## src/rtl/accum_pkg.sv

```systemverilog
// Shared types for the accumulate/chain stage.
// Assumes the control code order {negate, load-constant, accumulate}.
package accum_pkg;

    typedef enum logic [2:0] {
        FN_ZERO    = 3'd0,
        FN_PRELOAD = 3'd1,
        FN_ACC     = 3'd2,
        FN_DECACC  = 3'd3,
        FN_CHAIN   = 3'd4
    } acc_fn_e;

endpackage

```

## src/rtl/accum_ctrl_decode.sv

```systemverilog
// Maps the three dynamic control bits to one stage function.
// Assumes codes that are not listed (only 110 remains) fall back to zeroing.
module accum_ctrl_decode
    import accum_pkg::*;
(
    input  logic    neg_i,
    input  logic    ldc_i,
    input  logic    acc_i,
    output acc_fn_e fn_o
);

    // Priority decode: accumulate dominates, then the negate/constant pair.
    always_comb begin
        if (acc_i)
            fn_o = neg_i ? FN_DECACC : FN_ACC;
        else if (!neg_i && ldc_i)
            fn_o = FN_PRELOAD;
        else if (neg_i && !ldc_i)
            fn_o = FN_CHAIN;
        else
            fn_o = FN_ZERO;
    end

endmodule

```

## src/rtl/accum_onehot.sv

```systemverilog
// Decodes a bit position into a one-hot rounding constant.
// Assumes W is a power of two so every position code is valid.
module accum_onehot #(
    parameter int W     = 64,
    localparam int POSW = $clog2(W)
) (
    input  logic [POSW-1:0] pos_i,
    output logic [W-1:0]    oh_o
);

    // One comparator per result bit.
    for (genvar b = 0; b < W; b++) begin : g_bit
        assign oh_o[b] = (pos_i == POSW'(b));
    end

endmodule

```

## src/rtl/accum_addsub.sv

```systemverilog
// Selects the base operand for the chosen function and adds or subtracts
// the sign-extended product. Assumes wrap-around arithmetic.
module accum_addsub
    import accum_pkg::*;
#(
    parameter int W = 64
) (
    input  acc_fn_e        fn_i,
    input  logic [W-1:0]   prod_ext_i,
    input  logic [W-1:0]   acc_q_i,
    input  logic [W-1:0]   chain_i,
    input  logic [W-1:0]   const_i,
    output logic [W-1:0]   sum_o
);

    logic [W-1:0] base;
    logic         sub;

    // Base operand and subtract flag per function.
    always_comb begin
        base = '0;
        sub  = 1'b0;
        unique case (fn_i)
            FN_PRELOAD: base = const_i;
            FN_ACC:     base = acc_q_i;
            FN_DECACC: begin base = acc_q_i; sub = 1'b1; end
            FN_CHAIN:  begin base = chain_i; sub = 1'b1; end
            default:    base = '0;
        endcase
    end

    // Single adder, product negated in two's complement when subtracting.
    always_comb begin
        sum_o = sub ? (base - prod_ext_i) : (base + prod_ext_i);
    end

endmodule

```

## src/rtl/accum_lane_pack.sv

```systemverilog
// Dual-mode bypass: sign-extends each half of the product into its own lane.
// Assumes the sub-product width fits inside one lane.
module accum_lane_pack #(
    parameter int W      = 64,
    parameter int PW     = 54,
    localparam int LANES = 2,
    localparam int LW    = W / LANES,
    localparam int SW    = PW / LANES
) (
    input  logic [PW-1:0] prod_i,
    output logic [W-1:0]  lanes_o
);

    // One sign extension per lane.
    for (genvar l = 0; l < LANES; l++) begin : g_lane
        assign lanes_o[l*LW +: LW] =
            {{(LW-SW){prod_i[l*SW+SW-1]}}, prod_i[l*SW +: SW]};
    end

endmodule

```

## src/rtl/mac_accum_stage.sv

```systemverilog
// Accumulate/chain stage after a fixed-point multiplier.
// Registers a 64-bit result chosen each cycle by {neg, ldc, acc}; the chain
// output is that register. Assumes dual_i is static while en_i is active.
module mac_accum_stage
    import accum_pkg::*;
#(
    parameter int ACC_W  = 64,
    parameter int PROD_W = 54,
    localparam int POS_W = $clog2(ACC_W)
) (
    input  logic              clk,
    input  logic              rst_n,
    input  logic              en_i,
    input  logic              clr_i,
    input  logic              dual_i,
    input  logic              neg_i,
    input  logic              ldc_i,
    input  logic              acc_i,
    input  logic [POS_W-1:0]  rnd_pos_i,
    input  logic [PROD_W-1:0] prod_i,
    input  logic [ACC_W-1:0]  chain_i,
    output logic [ACC_W-1:0]  result_o,
    output logic [ACC_W-1:0]  chain_o
);

    localparam int EXT_W = ACC_W - PROD_W;

    acc_fn_e          fn;
    logic [ACC_W-1:0] prod_ext;
    logic [ACC_W-1:0] rnd_const;
    logic [ACC_W-1:0] sum;
    logic [ACC_W-1:0] lanes;
    logic [ACC_W-1:0] acc_q;

    // Sign extension of the full product.
    assign prod_ext = {{EXT_W{prod_i[PROD_W-1]}}, prod_i};

    accum_ctrl_decode u_dec (
        .neg_i (neg_i),
        .ldc_i (ldc_i),
        .acc_i (acc_i),
        .fn_o  (fn)
    );

    accum_onehot #(.W(ACC_W)) u_rnd (
        .pos_i (rnd_pos_i),
        .oh_o  (rnd_const)
    );

    accum_addsub #(.W(ACC_W)) u_add (
        .fn_i       (fn),
        .prod_ext_i (prod_ext),
        .acc_q_i    (acc_q),
        .chain_i    (chain_i),
        .const_i    (rnd_const),
        .sum_o      (sum)
    );

    accum_lane_pack #(.W(ACC_W), .PW(PROD_W)) u_lanes (
        .prod_i  (prod_i),
        .lanes_o (lanes)
    );

    // Result register: reset and clear first, then enable, then mode select.
    always_ff @(posedge clk) begin
        if (!rst_n || clr_i)
            acc_q <= '0;
        else if (en_i)
            acc_q <= dual_i ? lanes : sum;
    end

    assign result_o = acc_q;
    assign chain_o  = acc_q;

endmodule

```

## config.mk

```make
export PLATFORM = sky130hd
export DESIGN_NAME = mac_accum_stage
export DESIGN_NICKNAME = d
export VERILOG_FILES = /design/src/rtl/accum_pkg.sv /design/src/rtl/accum_ctrl_decode.sv /design/src/rtl/accum_onehot.sv /design/src/rtl/accum_addsub.sv /design/src/rtl/accum_lane_pack.sv /design/src/rtl/mac_accum_stage.sv
export SDC_FILE = /design/constraint.sdc
export NUM_CORES = 1
export LEC_CHECK = 0
export BUFFER_PORTS_ARGS = -buffer_cell sky130_fd_sc_hd__buf_2
export CORE_MARGIN = 4
export CORE_UTILIZATION = 25
export CTS_BUF_LIST = sky130_fd_sc_hd__clkbuf_8 sky130_fd_sc_hd__clkbuf_16
export CTS_CLUSTER_DIAMETER = 80
export CTS_CLUSTER_SIZE = 20
export DETAILED_ROUTE_END_ITERATION = 6
export HOLD_SLACK_MARGIN = 0.15
export SETUP_SLACK_MARGIN = 0.15
export SLEW_MARGIN = 20
export SYNTH_ARGS = -nofsm -noshare
export SYNTH_HDL_FRONTEND = slang
export SYNTH_HIERARCHICAL = 1
export SYNTH_SLANG_ARGS = --single-unit
```

## constraint.sdc

```tcl
create_clock -name clk -period 10.3 [get_ports clk]
set_input_delay 1.545 -clock clk [delete_from_list [all_inputs] [get_ports clk]]
set_output_delay 1.545 -clock clk [all_outputs]
set_load 0.02 [all_outputs]
```

==> run summary, run 1 <==
The flow ran to the end, and the final reports show no timing, DRC or antenna violations. Clock-pin slew was measured on the worst setup and hold paths at 0.06 ns. The area growth from synthesis to layout is 8.76%. The peak ir drop on the vdd network came out at 74.7 uV. Setup slack on the critical path of the routed design comes to 3.00 ns.

Among all flip-flop cells after synthesis, the most frequent one is sky130_fd_sc_hd__dfxtp_1. The number of antenna violations at the first check in global routing is 14. In this run the worst hold path is classified as reg2reg. The power density over the cells came out at 98.4 mW/mm^2.

The leakage power summed over all cells is 5.07 nW. The fraction of final layout cells sized beyond drive strength 1 is 20.1%. TritonCTS built the clock tree. STA classifies the critical path startpoint as a primary input.

For this run, the register share of the synthesized area comes to 12.1%. The wire length reported by the detailed router is 42.2 mm. Setup violations remaining at the end of the flow were counted as 0. For this run, the detailed router's first-pass iteration total came to 6.

The area used by multi-input combinational logic came out at 0.00780 sq mm. In this run the core area contains 75 standard-cell rows. The half-perimeter wire length after placement is 33.4 mm. Post-CTS repair changed the size of 0 cells.

The async set-or-reset flop fraction in the synthesized netlist is 0%. After global routing the overflow that remains totals 0. The post-placement setup slack is 2.62 ns. The clock tree synthesis step divided the H-tree into 3 levels.

The detailed-route wire length per cell is 20.2 microns. The most common cell after layout, fill and taps aside is sky130_fd_sc_hd__buf_2. For this configuration, the core starts out at a cell density of 25.2%. After detailed routing, the number of remaining DRC violations is 0. The global-route usage over all layers is 17.7%. Based on the critical path, the design can be clocked at up to 137 MHz. The largest clock skew in the final design is 0.00767 ns.

Leaving out fill and tap cells, the most frequent cells in the layout are sky130_fd_sc_hd__buf_2 (257), sky130_fd_sc_hd__nor2_1 (189), sky130_fd_sc_hd__nand2_1 (129). The clock latency on the worst-skew pair is 0.36 ns. The power after layout came out at 1.13 mW.

The gate count of the mapped netlist came out at 1496. The number of placed cells counting well taps is 2074. The flop and latch count out of synthesis is 64. The top-level port count came out at 260. Summing all non-filler instances in the final layout gives an area of 0.0115 sq mm. The worst setup path is captured at a register. Yosys printed 6 warnings. In this run the critical register-to-register path is launched from chain_o[0]$_SDFFE_PP0P_. The number of hold buffers added after cts came out at 0. The final cell utilization of the core came out at 27.4%.

The remaining antenna violation count is 0. The mean cell area of the mapped netlist came out at 7.06 sq um. Hold timing on the final database bottoms out at a slack of 0.518 ns. After synthesis the cells add up to 0.0106 sq mm. The final count of hold timing violations came out at 0. At the end of routability-driven placement, the weighted congestion stood at 0.932. The final period utilization is 70.9%. The deepest clock path buffer count came out at 2.

The fill cell instance count of the final layout is 4655. The max-capacitance violation count came out at 0. The width of the chip is 214 microns.

Dividing the detail-routed via count by the number of cells gives 5.38. The critical path in this run is classified as in2reg. The final-report max-slew violation count is 0. The root buffer selected by CTS is sky130_fd_sc_hd__clkbuf_16.

The maximum fanout count along the critical path came out at 69. The number of nets handed over by synthesis was 1693. The area taken by flip-flops and latches is 0.00128 sq mm. The number of enable-type register cells in the synthesized netlist is 0.

The core area came out at 0.0419 sq mm. Once the clock tree was built, the setup fixing pass inserted 0 buffers. The worst path required time came out at 10.57 ns. Setup repair after global routing left no endpoint under its margin. The number of global-route vias before repair came out at 10642. The total number of vias is 11254. The number of buffers inserted during clock tree synthesis came out at 9.

The register with the most flip-flops in the layout has 64 of them. Measured along the y axis, the die boundary spans 214 microns. Once placement finished, the instance area stood at 0.0112 sq mm. The minimum period implied by the final worst setup slack came out at 7.30 ns.

The count of buffers added on input and output ports is 259. The largest net degree at the start of global routing is 72. The DRC violation total after the first TritonRoute iteration is 906. The non-filler instance count after layout came out at 2092.

The most critical setup path has its startpoint at acc_i. After the last flow step, the layout net total stands at 1743. The startpoint of the most critical hold path is chain_o[17]$_SDFFE_PP0P_. For the pin with the worst max-slew slack, the measured transition is 0.982 ns.

The tree built by TritonCTS fans out to 64 sinks. The overall die area is 0.0456 sq mm. In the final timing run, aggregate negative setup slack is 0 ns. The first-pass GRT wire length is 62.9 mm. The count of different cell masters after synthesis came out at 74. The worst pin sits at a relative slew slack of 34.4%. The arrival time of the worst setup path came out at 7.57 ns.
-- cell type report --
type,count,share of cell area (%)
sequential,64,11.2
timing repair buffer,271,12.1
multi-input combinational,1183,67.9
inverter,17,0.556
antenna,2,0.0436
tap,539,5.87
clock buffer,10,2.08
clock inverter,6,0.240
-- kinds of logic after synthesis --
group                      Yosys count  share of synthesized area, %
and+or+nand+nor                    466                          21.0
AOI/OAI and AO/OA                  465                          28.4
buffers and inverters              249                          14.3
xor gates and xnor gates           122                          10.3
muxes                               65                          6.17
adders and majority gates           65                          7.77
DFF                                 64                          12.1
-- Yosys cell counts (11+ instances only) --
cell	n	area (sq um)
sky130_fd_sc_hd__nor2_1	189	709
sky130_fd_sc_hd__buf_4	129	968
sky130_fd_sc_hd__nand2_1	129	484
sky130_fd_sc_hd__o21ai_0	120	601
sky130_fd_sc_hd__a21oi_1	94	470
sky130_fd_sc_hd__clkbuf_1	75	282
sky130_fd_sc_hd__a211oi_1	67	503
sky130_fd_sc_hd__a22oi_1	66	495
sky130_fd_sc_hd__xor2_1	66	578
sky130_fd_sc_hd__dfxtp_1	64	1280
sky130_fd_sc_hd__ha_1	64	801
sky130_fd_sc_hd__mux2i_1	64	641
sky130_fd_sc_hd__xnor2_1	55	482
sky130_fd_sc_hd__nand4_1	25	156
sky130_fd_sc_hd__a21o_1	23	173
sky130_fd_sc_hd__nor3_1	22	110
sky130_fd_sc_hd__o31ai_1	20	150
sky130_fd_sc_hd__o21bai_1	19	143
sky130_fd_sc_hd__nand2b_1	18	113
sky130_fd_sc_hd__inv_1	17	63.8
sky130_fd_sc_hd__nand3_1	13	65.1
sky130_fd_sc_hd__buf_1	11	41.3
sky130_fd_sc_hd__nor2b_1	11	68.8
sky130_fd_sc_hd__o211ai_1	11	82.6
-- report_power, final --
group,switching (mW),internal [mW]
Sequential,0.0168,0.261
Clock,0.122,0.166
Combinational,0.359,0.206
-- worst max-delay path, cell delays in order --
cell	delay (ns)
sky130_fd_sc_hd__buf_2	0.12
sky130_fd_sc_hd__buf_4	0.31
sky130_fd_sc_hd__nor3b_1	0.87
sky130_fd_sc_hd__nor2b_4	0.90
sky130_fd_sc_hd__buf_4	0.46
sky130_fd_sc_hd__a22oi_1	0.14
sky130_fd_sc_hd__o21ai_0	0.21
sky130_fd_sc_hd__ha_1	0.35
sky130_fd_sc_hd__a2111oi_0	0.62
sky130_fd_sc_hd__o211ai_1	0.18
sky130_fd_sc_hd__o211ai_1	0.16
sky130_fd_sc_hd__nand4_1	0.11
sky130_fd_sc_hd__o21ai_0	0.49
sky130_fd_sc_hd__o211ai_1	0.18
sky130_fd_sc_hd__a21oi_1	0.26
sky130_fd_sc_hd__o21ai_0	0.15
sky130_fd_sc_hd__xor2_1	0.14
sky130_fd_sc_hd__mux2i_1	0.08
sky130_fd_sc_hd__a211oi_1	0.25
-- per-layer routing --
layer / global-route usage [%] / routed length (microns) / up-vias
met3: 3.67 / 3090 / 130
met4: 6.67 / 1640 / 22
met5: 0 / 128 / -
met2: 28.2 / 18600 / 506
met1: 23.6 / 18800 / 5214
li1: - / - / 5382
-- worst paths after layout --
kind / end / slack (ns) / depth (start not counted)
worst max register to register: chain_o[56]$_SDFFE_PP0P_ / 6.31 / 15
worst min-delay path: chain_o[17]$_SDFFE_PP0P_ / 0.52 / 2
worst max-delay path: chain_o[62]$_SDFFE_PP0P_ / 3.00 / 19
worst min register to register: chain_o[17]$_SDFFE_PP0P_ / 0.52 / 2
No activity file was read; power rests on OpenSTA's default activity.
==> run 2: changes to the inputs <==
==> constraint.sdc (replaced) <==
create_clock -name clk -period 7.5 [get_ports clk]
set_input_delay 1.125 -clock clk [delete_from_list [all_inputs] [get_ports clk]]
set_output_delay 1.125 -clock clk [all_outputs]
set_load 0.02 [all_outputs]
==> run summary, run 2 (synthesis gave the netlist of run 1 again) <==
The flow ran to the end, and the final reports show no timing, DRC or antenna violations. The DRC violation total after the first TritonRoute iteration came out at 907 (+0.11%). The fill cell instance count of the final layout is 4650 (-0.11%). The power density over the cells came to 138 mW/mm^2 (+40%).

The leakage power summed over all cells was 5.11 nW (+0.74%). The final-report max-slew violation count is 0 (unchanged). The deepest clock path buffer count was 2 (unchanged). The number of global-route vias before repair is 10661 (+0.18%). The cell area after layout is 0.0115 sq mm (+0.57%). The accumulated negative setup slack was 0 ns (unchanged).

The total global routing overflow is 0 (unchanged). The number of detailed-routing iterations run before antenna repair came to 6 (unchanged). The number of hold buffers added after cts came out at 0 (unchanged). The instance area after placement is 0.0113 sq mm (+0.40%). The setup fix buffers added after clock tree synthesis came out at 0 (unchanged). The clock latency on the worst-skew pair came to 0.37 ns (about the same). The total number of vias came out at 11134 (-1.1%). The most utilized layer in the global route result is met2.

Traced cell by cell, the critical path runs through buf_2 > o21ai_2 > nor2b_4 > a22oi_1 > o21ai_0 > ha_1 > a21oi_1 > o21ai_0 > or2_2 > a211oi_1 > a31oi_1 > o21ai_0 > o31ai_1 > a311oi_1 > xnor2_1 > mux2i_1 > a211oi_1. The overall die area is 0.0456 sq mm (unchanged). The largest clock skew in the final design is 0.00634 ns (-0.00132 ns). The top-level port count was 260 (unchanged). The number of sinks handled by clock tree synthesis came to 64 (unchanged).

The worst path required time is 7.78 ns (-2.79 ns). TritonCTS built the clock tree. The largest net degree at the start of global routing came out at 78 (+8.3%).

Leaving out fill and tap cells, the most frequent cell in the layout is sky130_fd_sc_hd__buf_2. The maximum fanout count along the critical path was 44 (-36%). CTS placed an instance of sky130_fd_sc_hd__clkbuf_16 at the clock tree root. The quantity of I/O buffers inserted on ports is 259 (unchanged).

The detailed-route wire length per cell is 20.2 microns (+0.23%). The non-filler instance count after layout came to 2100 (+0.38%). The number of buffers inserted during clock tree synthesis came to 9 (unchanged). Setup repair after global routing left no endpoint under its margin.

The number of placed cells counting well taps came to 2080 (+0.29%). The path class of the lowest-slack min-delay path is reg2reg. The vertical extent of the die came out at 214 microns (unchanged). The number of buffers and inverters on the critical path is 1 (-2). The number of antenna violations at the first check in global routing came out at 12 (-2).

The peak ir drop on the vdd network was 79.3 uV (+6.0%). The final weighted congestion in routability-driven placement was 0.938 (+0.65%). The hold path depth is 2 (unchanged). The initial standard-cell utilization of the core was 25.2% (unchanged). The number of design rule violations left after detail routing is 0 (unchanged). The clock input transition at the sequential cells of the worst setup and hold paths came to 0.06 ns (about the same). Compared with the post-synthesis result, the final layout area differs by 9.37%. The slew at the pin closest to its max-slew limit is 1.20 ns (+0.214 ns). The fraction of final layout cells sized beyond drive strength 1 came out at 20.4% (+0.24 points). Static timing analysis puts the maximum clock frequency at 155 MHz. The met2 capacity usage during global routing is 29.0% (+0.79 points). The minimum hold slack is 0.512 ns (-0.00576 ns).

The arrival time of the worst setup path came out at 6.75 ns (-0.82 ns). The most numerous cell type found on the critical path is sky130_fd_sc_hd__o21ai_0. The count of cells along the worst register-to-register path came out at 14 (-1). In the layout the commonest cells are sky130_fd_sc_hd__buf_2 (257), sky130_fd_sc_hd__nor2_1 (189), sky130_fd_sc_hd__nand2_1 (129). The dominant delay contributor by cell family on the critical path is compound AO/OA/AOI/OAI gates. The flip-flop count of the largest register, all copies and words added came out at 64 (unchanged). The max-capacitance violation count came out at 0 (unchanged). The worst setup path category is in2reg. The relative slew slack is 20.3% (-14 points). The post-layout worst setup margin is 1.03 ns (-1.97 ns). The post-placement setup slack came out at 0.773 ns (-1.85 ns). The wire length reported by the detailed router is 42.5 mm (+0.61%). The worst stage delay on the critical path came out at 0.74 ns (-0.16 ns). The minimum period implied by the final worst setup slack is 6.47 ns. The global-route usage over all layers is 18.0% (+0.32 points).

The power after layout is 1.59 mW (+41%). The number of standard-cell rows in the floorplan came out at 75 (unchanged). The final count of hold timing violations is 0 (unchanged).

The cell with the biggest individual delay on the critical path is sky130_fd_sc_hd__nor2b_4. The final cell utilization of the core is 27.6% (+0.16 points). The half-perimeter wire length after placement came to 33.7 mm (+1.2%). The core area is 0.0419 sq mm (unchanged).

The number of H-tree levels is 3 (unchanged). The total number of nets in the final design came to 1749 (+0.34%). The final period utilization came out at 86.2%.

The global-route track usage on met3 came out at 3.15% (-0.53 points). The ratio of routed vias to standard cells is 5.30 (-1.4%). The worst setup path is captured at a register. The global routing met1 resource utilization came to 24.4% (+0.76 points). The remaining antenna violation count is 0 (unchanged). The post-cts repair resize count came out at 0 (unchanged).

The count of endpoints failing setup in the final report came to 0 (unchanged). The worst setup path is launched from a primary input. The first-pass GRT wire length came out at 63.9 mm (+1.7%). The number of stages on the worst setup path is 17 (-2).

The width of the chip is 214 microns (unchanged).
## run 2: changes by cell type in the layout (fill, tap and decap cells not counted), sizes merged
cell / change
buf: +6
diode: +2
bufinv: +1
clkbuf: -1
clkinv: -1
inv: +1
## run 2: cell type report
type                       count  area [sq um]  share of cell area [%]
antenna                        4          10.0                  0.0867
clock buffer                   9           225                    1.95
inverter                      17          63.8                   0.553
timing repair buffer         277          1440                    12.4
multi-input combinational   1183          7800                    67.5
clock inverter                 7          56.3                   0.488
sequential                    64          1280                    11.1
tap                          539           674                    5.84
## run 2: metal layers
metal	share of wire [%]	up-vias
met3	6.6	75
li1	-	5394
met5	0.22	-
met4	2.8	16
met1	45	5227
met2	45	422
## run 2: final timing paths
path | start | to | slack [ns]
worst max register to register | chain_o[18]$_SDFFE_PP0P_ | chain_o[57]$_SDFFE_PP0P_ | 3.23
worst min-delay path | chain_o[47]$_SDFFE_PP0P_ | chain_o[47]$_SDFFE_PP0P_ | 0.51
worst min register to register | chain_o[47]$_SDFFE_PP0P_ | chain_o[47]$_SDFFE_PP0P_ | 0.51
worst max-delay path | acc_i | chain_o[57]$_SDFFE_PP0P_ | 1.03
## run 2: where the power goes
part | internal (mW) | switching [mW] | leakage, nW
sequential | 0.358 | 0.0219 | 0.524
combinational | 0.284 | 0.497 | 4.44
clock | 0.252 | 0.181 | 0.153
total | 0.894 | 0.699 | 5.11
## run 2: worst register-to-register path, cell delays in order (launching register included)
cell and delay (ns):
sky130_fd_sc_hd__dfxtp_1 0.33, sky130_fd_sc_hd__nand2_1 0.06, sky130_fd_sc_hd__o21ai_0 0.10, sky130_fd_sc_hd__ha_1 0.47, sky130_fd_sc_hd__a21oi_1 0.27, sky130_fd_sc_hd__o21ai_0 0.26, sky130_fd_sc_hd__or2_2 0.36, sky130_fd_sc_hd__a211oi_1 0.51
sky130_fd_sc_hd__a31oi_1 0.27, sky130_fd_sc_hd__o21ai_0 0.51, sky130_fd_sc_hd__o31ai_1 0.22, sky130_fd_sc_hd__a311oi_1 0.35, sky130_fd_sc_hd__xnor2_1 0.15, sky130_fd_sc_hd__mux2i_1 0.09, sky130_fd_sc_hd__a211oi_1 0.23
==> run 3: changes to the inputs <==
--- a/config.mk
+++ b/config.mk
@@ -5,6 +5,7 @@
 export SDC_FILE = /design/constraint.sdc
 export NUM_CORES = 1
 export LEC_CHECK = 0
+export ABC_AREA = 1
 export BUFFER_PORTS_ARGS = -buffer_cell sky130_fd_sc_hd__buf_2
 export CORE_MARGIN = 4
 export CORE_UTILIZATION = 25
@@ -19,3 +20,4 @@
 export SYNTH_HDL_FRONTEND = slang
 export SYNTH_HIERARCHICAL = 1
 export SYNTH_SLANG_ARGS = --single-unit
+export TNS_END_PERCENT = 50
==> run summary, run 3 <==
The relative slew slack came out at 25.0% (+4.6 points). The top-level port count is 260 (unchanged). The share of the synthesized area in the top cell type came out at 31.8% (+20 points). The number of H-tree levels is 3 (unchanged). The overall die area came out at 0.0597 sq mm (+31%).

Summed over all instances, the cell type with the most area after synthesis is sky130_fd_sc_hd__nand2_1. The ratio of routed vias to standard cells came out at 4.63 (-13%). The power density over the cells is 109 mW/mm^2 (-21%).

The flop and latch count out of synthesis came out at 64 (unchanged). The fill cell instance count of the final layout is 6612 (+42%). The worst setup path category is in2reg. The initial standard-cell utilization of the core is 25.3% (+0.068 points). The wire length reported by the detailed router is 68.5 mm (+61%). The startpoint identified for the worst hold timing path is chain_o[6]$_SDFFE_PP0P_. The maximum clock rate came to 193 MHz (+25%). The vertical extent of the die came out at 244 microns (+14%).

The global-route usage over all layers is 22.1% (+4.1 points). The clock latency on the worst-skew pair is 0.39 ns (+0.02 ns). The total number of nets in the final design came out at 3125 (+79%). Among all flip-flop cells after synthesis, the most frequent one is sky130_fd_sc_hd__dfxtp_1.

The post-placement setup slack is 2.04 ns (+1.26 ns). The type of origin of the critical path is a primary input. The maximum fanout count along the critical path is 53 (+20%).

The number of sinks handled by clock tree synthesis came out at 64 (unchanged). The run finished with clean final reports. The minimum period implied by the final worst setup slack is 5.18 ns (-1.29 ns).

The power after layout was 1.66 mW (+4.0%). The number of enable-type register cells in the synthesized netlist is 0 (unchanged). The number of global-route vias before repair came to 15189 (+42%). The synthesis warning total was 6 (unchanged). The core area is 0.0552 sq mm (+32%). The half-perimeter wire length after placement was 56.9 mm (+69%). The post-synthesis cell area is 0.0140 sq mm (+32%). The number of hold buffers added after cts is 0 (unchanged). The instance area after placement came out at 0.0149 sq mm (+33%). The deepest clock path buffer count was 2 (unchanged).

The final period utilization was 69.1% (-17 points). The largest clock skew in the final design is 0.0168 ns (+0.0104 ns). The final-report max-slew violation count is 0 (unchanged).

Setup repair after global routing left no endpoint under its margin. The final count of hold timing violations came out at 0 (unchanged). TritonCTS built the clock tree. The number of standard-cell rows in the floorplan came out at 86 (+15%).

The count of endpoints failing setup in the final report came out at 0 (unchanged). The root buffer cell chosen for the clock tree is sky130_fd_sc_hd__clkbuf_16. The width of the chip came out at 244 microns (+14%). The clock input transition at the sequential cells of the worst setup and hold paths is 0.07 ns (about the same).

The first-pass GRT wire length is 98.9 mm (+55%). The number of antenna violations at the first check in global routing is 7 (-5). The number of buffers inserted during clock tree synthesis is 9 (unchanged). The final cell utilization of the core is 27.6% (about the same). The async set-or-reset flop fraction in the synthesized netlist came to 0% (unchanged). By area the synthesized netlist is led by sky130_fd_sc_hd__nand2_1 (32%), sky130_fd_sc_hd__inv_1 (13%), sky130_fd_sc_hd__nor2_1 (11%). The final weighted congestion in routability-driven placement came out at 1.01 (+7.1%). The number of nets produced by synthesis is 3041 (+80%).

The peak ir drop on the vdd network came to 101 uV (+27%). The arrival time of the worst setup path came out at 5.47 ns (-1.28 ns). The count of different cell masters after synthesis came out at 40 (-46%). The post-cts repair resize count came out at 0 (unchanged). The number of design rule violations left after detail routing came to 0 (unchanged). In the layout the commonest cells are sky130_fd_sc_hd__nand2_1 (1183), sky130_fd_sc_hd__inv_1 (476), sky130_fd_sc_hd__nor2_1 (412). The max-capacitance violation count is 0 (unchanged). The area overhead of the layout relative to synthesis is 8.98%. The gate count of the mapped netlist was 2844 (+90%). Counting instances in the post-synthesis netlist gives the leading cell types as sky130_fd_sc_hd__nand2_1 (1183), sky130_fd_sc_hd__inv_1 (475), sky130_fd_sc_hd__nor2_1 (413), sky130_fd_sc_hd__nand3_1 (203), sky130_fd_sc_hd__buf_4 (140). Tracing the worst setup path back leads to its startpoint at acc_i. The DRC violation total after the first TritonRoute iteration is 1726 (+90%). The accumulated negative setup slack came out at 0 ns (unchanged).

The post-layout worst setup margin is 2.32 ns (+1.29 ns). The area used by multi-input combinational logic is 0.00957 sq mm (+23%). The slew at the pin closest to its max-slew limit is 1.13 ns (-0.0696 ns). The number of detailed-routing iterations run before antenna repair came out at 5 (-1). The startpoint identified for the worst register-to-register timing path is chain_o[0]$_SDFFE_PP0P_.

The largest net degree at the start of global routing came out at 76 (-2.6%). The total global routing overflow came out at 0 (unchanged). sky130_fd_sc_hd__nand2_1 is the most common cell in the netlist.

The nature of the critical path endpoint is a register. The detailed-route wire length per cell is 18.6 microns (-8.1%). The remaining antenna violation count came out at 0 (unchanged). The setup fix buffers added after clock tree synthesis is 0 (unchanged). The sequential cell area fraction in the yosys report came out at 9.18% (-3.0 points). Leaving out fill and tap cells, the most frequent cell in the layout is sky130_fd_sc_hd__nand2_1. The tightest min-delay check is of the reg2reg type.

The fraction of final layout cells sized beyond drive strength 1 is 10.9% (-9.5 points). The area taken by flip-flops and latches came to 0.00128 sq mm (unchanged). The flip-flop count of the largest register, all copies and words added came out at 64 (unchanged). The mean cell area of the mapped netlist is 4.91 sq um (-30%). The worst path required time is 7.79 ns (about the same).

The cell area after layout came out at 0.0152 sq mm (+32%). The leakage power summed over all cells is 9.40 nW (+84%). The quantity of I/O buffers inserted on ports came out at 259 (unchanged). The total number of vias is 17043 (+53%).
[run 3: per-layer routing]
metal / vias up / global-route usage, % / share of wire, %
met4: 8 / 7.04 / 3.2
li1: 8548 / - / -
met1: 7655 / 31.2 / 46
met2: 741 / 34.3 / 42
met3: 91 / 3.76 / 8.5
met5: - / 0 / 0.069
[run 3: cell type report]
cell class	count	area share, %
multi-input combinational	2108	62.9
sequential	64	8.42
clock buffer	11	1.66
antenna	4	0.0658
tap	748	6.15
inverter	479	11.8
timing repair buffer	266	8.88
clock inverter	4	0.140
[run 3: critical path, stage by stage]
cell and delay (ns):
sky130_fd_sc_hd__buf_2 0.13, sky130_fd_sc_hd__nor3_2 0.39, sky130_fd_sc_hd__nor2_4 0.07, sky130_fd_sc_hd__nand2_1 0.07, sky130_fd_sc_hd__nand2_1 0.09, sky130_fd_sc_hd__inv_2 0.69
sky130_fd_sc_hd__nand2_1 0.15, sky130_fd_sc_hd__nand2_2 0.15, sky130_fd_sc_hd__a21oi_2 0.08, sky130_fd_sc_hd__inv_2 0.11, sky130_fd_sc_hd__nor2_1 0.04, sky130_fd_sc_hd__nand2_1 0.05
sky130_fd_sc_hd__nand2_1 0.13, sky130_fd_sc_hd__ha_1 0.41, sky130_fd_sc_hd__nand2_1 0.16, sky130_fd_sc_hd__nor2_1 0.32, sky130_fd_sc_hd__nand2_1 0.12, sky130_fd_sc_hd__inv_1 0.19
sky130_fd_sc_hd__nand2_1 0.15, sky130_fd_sc_hd__nor2_1 0.11, sky130_fd_sc_hd__nand2_1 0.08, sky130_fd_sc_hd__nand4_1 0.11, sky130_fd_sc_hd__nand2_1 0.20, sky130_fd_sc_hd__nand2_1 0.13
sky130_fd_sc_hd__nand3_1 0.07, sky130_fd_sc_hd__nand2_1 0.09, sky130_fd_sc_hd__inv_1 0.03
[run 3: metrics by stage]
stage / cells / hold WS (ns)
after floorplan: 2844 / 0.647
after global placement: 3665 / 0.573
after detailed placement: 3665 / 0.577
after CTS: 3680 / 0.587
after global routing: 3680 / 0.616
final: 3684 / 0.581
[run 3: logic make-up after synthesis]
family,after synthesis,share of synthesized area (%)
buffers and inverters,672,22.4
xor gates and xnor gates,81,5.08
and+or+nand+nor,1876,54.2
DFF,64,9.18
AOI/OAI and AO/OA,86,3.27
adders and majority gates,65,5.88
[run 3: report_power, final]
part | switching [mW] | total, mW | internal (mW)
registers | 0.0212 | 0.378 | 0.357
clock network | 0.196 | 0.433 | 0.237
logic | 0.599 | 0.846 | 0.248
total | 0.816 | 1.66 | 0.842
[run 3: worst paths after layout]
kind                              end  slack [ns]  cells past startpoint
max          chain_o[48]$_SDFFE_PP0P_        2.32                     27
min           chain_o[6]$_SDFFE_PP0P_        0.58                      4
max reg2reg  chain_o[56]$_SDFFE_PP0P_        4.22                     19
min reg2reg   chain_o[6]$_SDFFE_PP0P_        0.58                      4
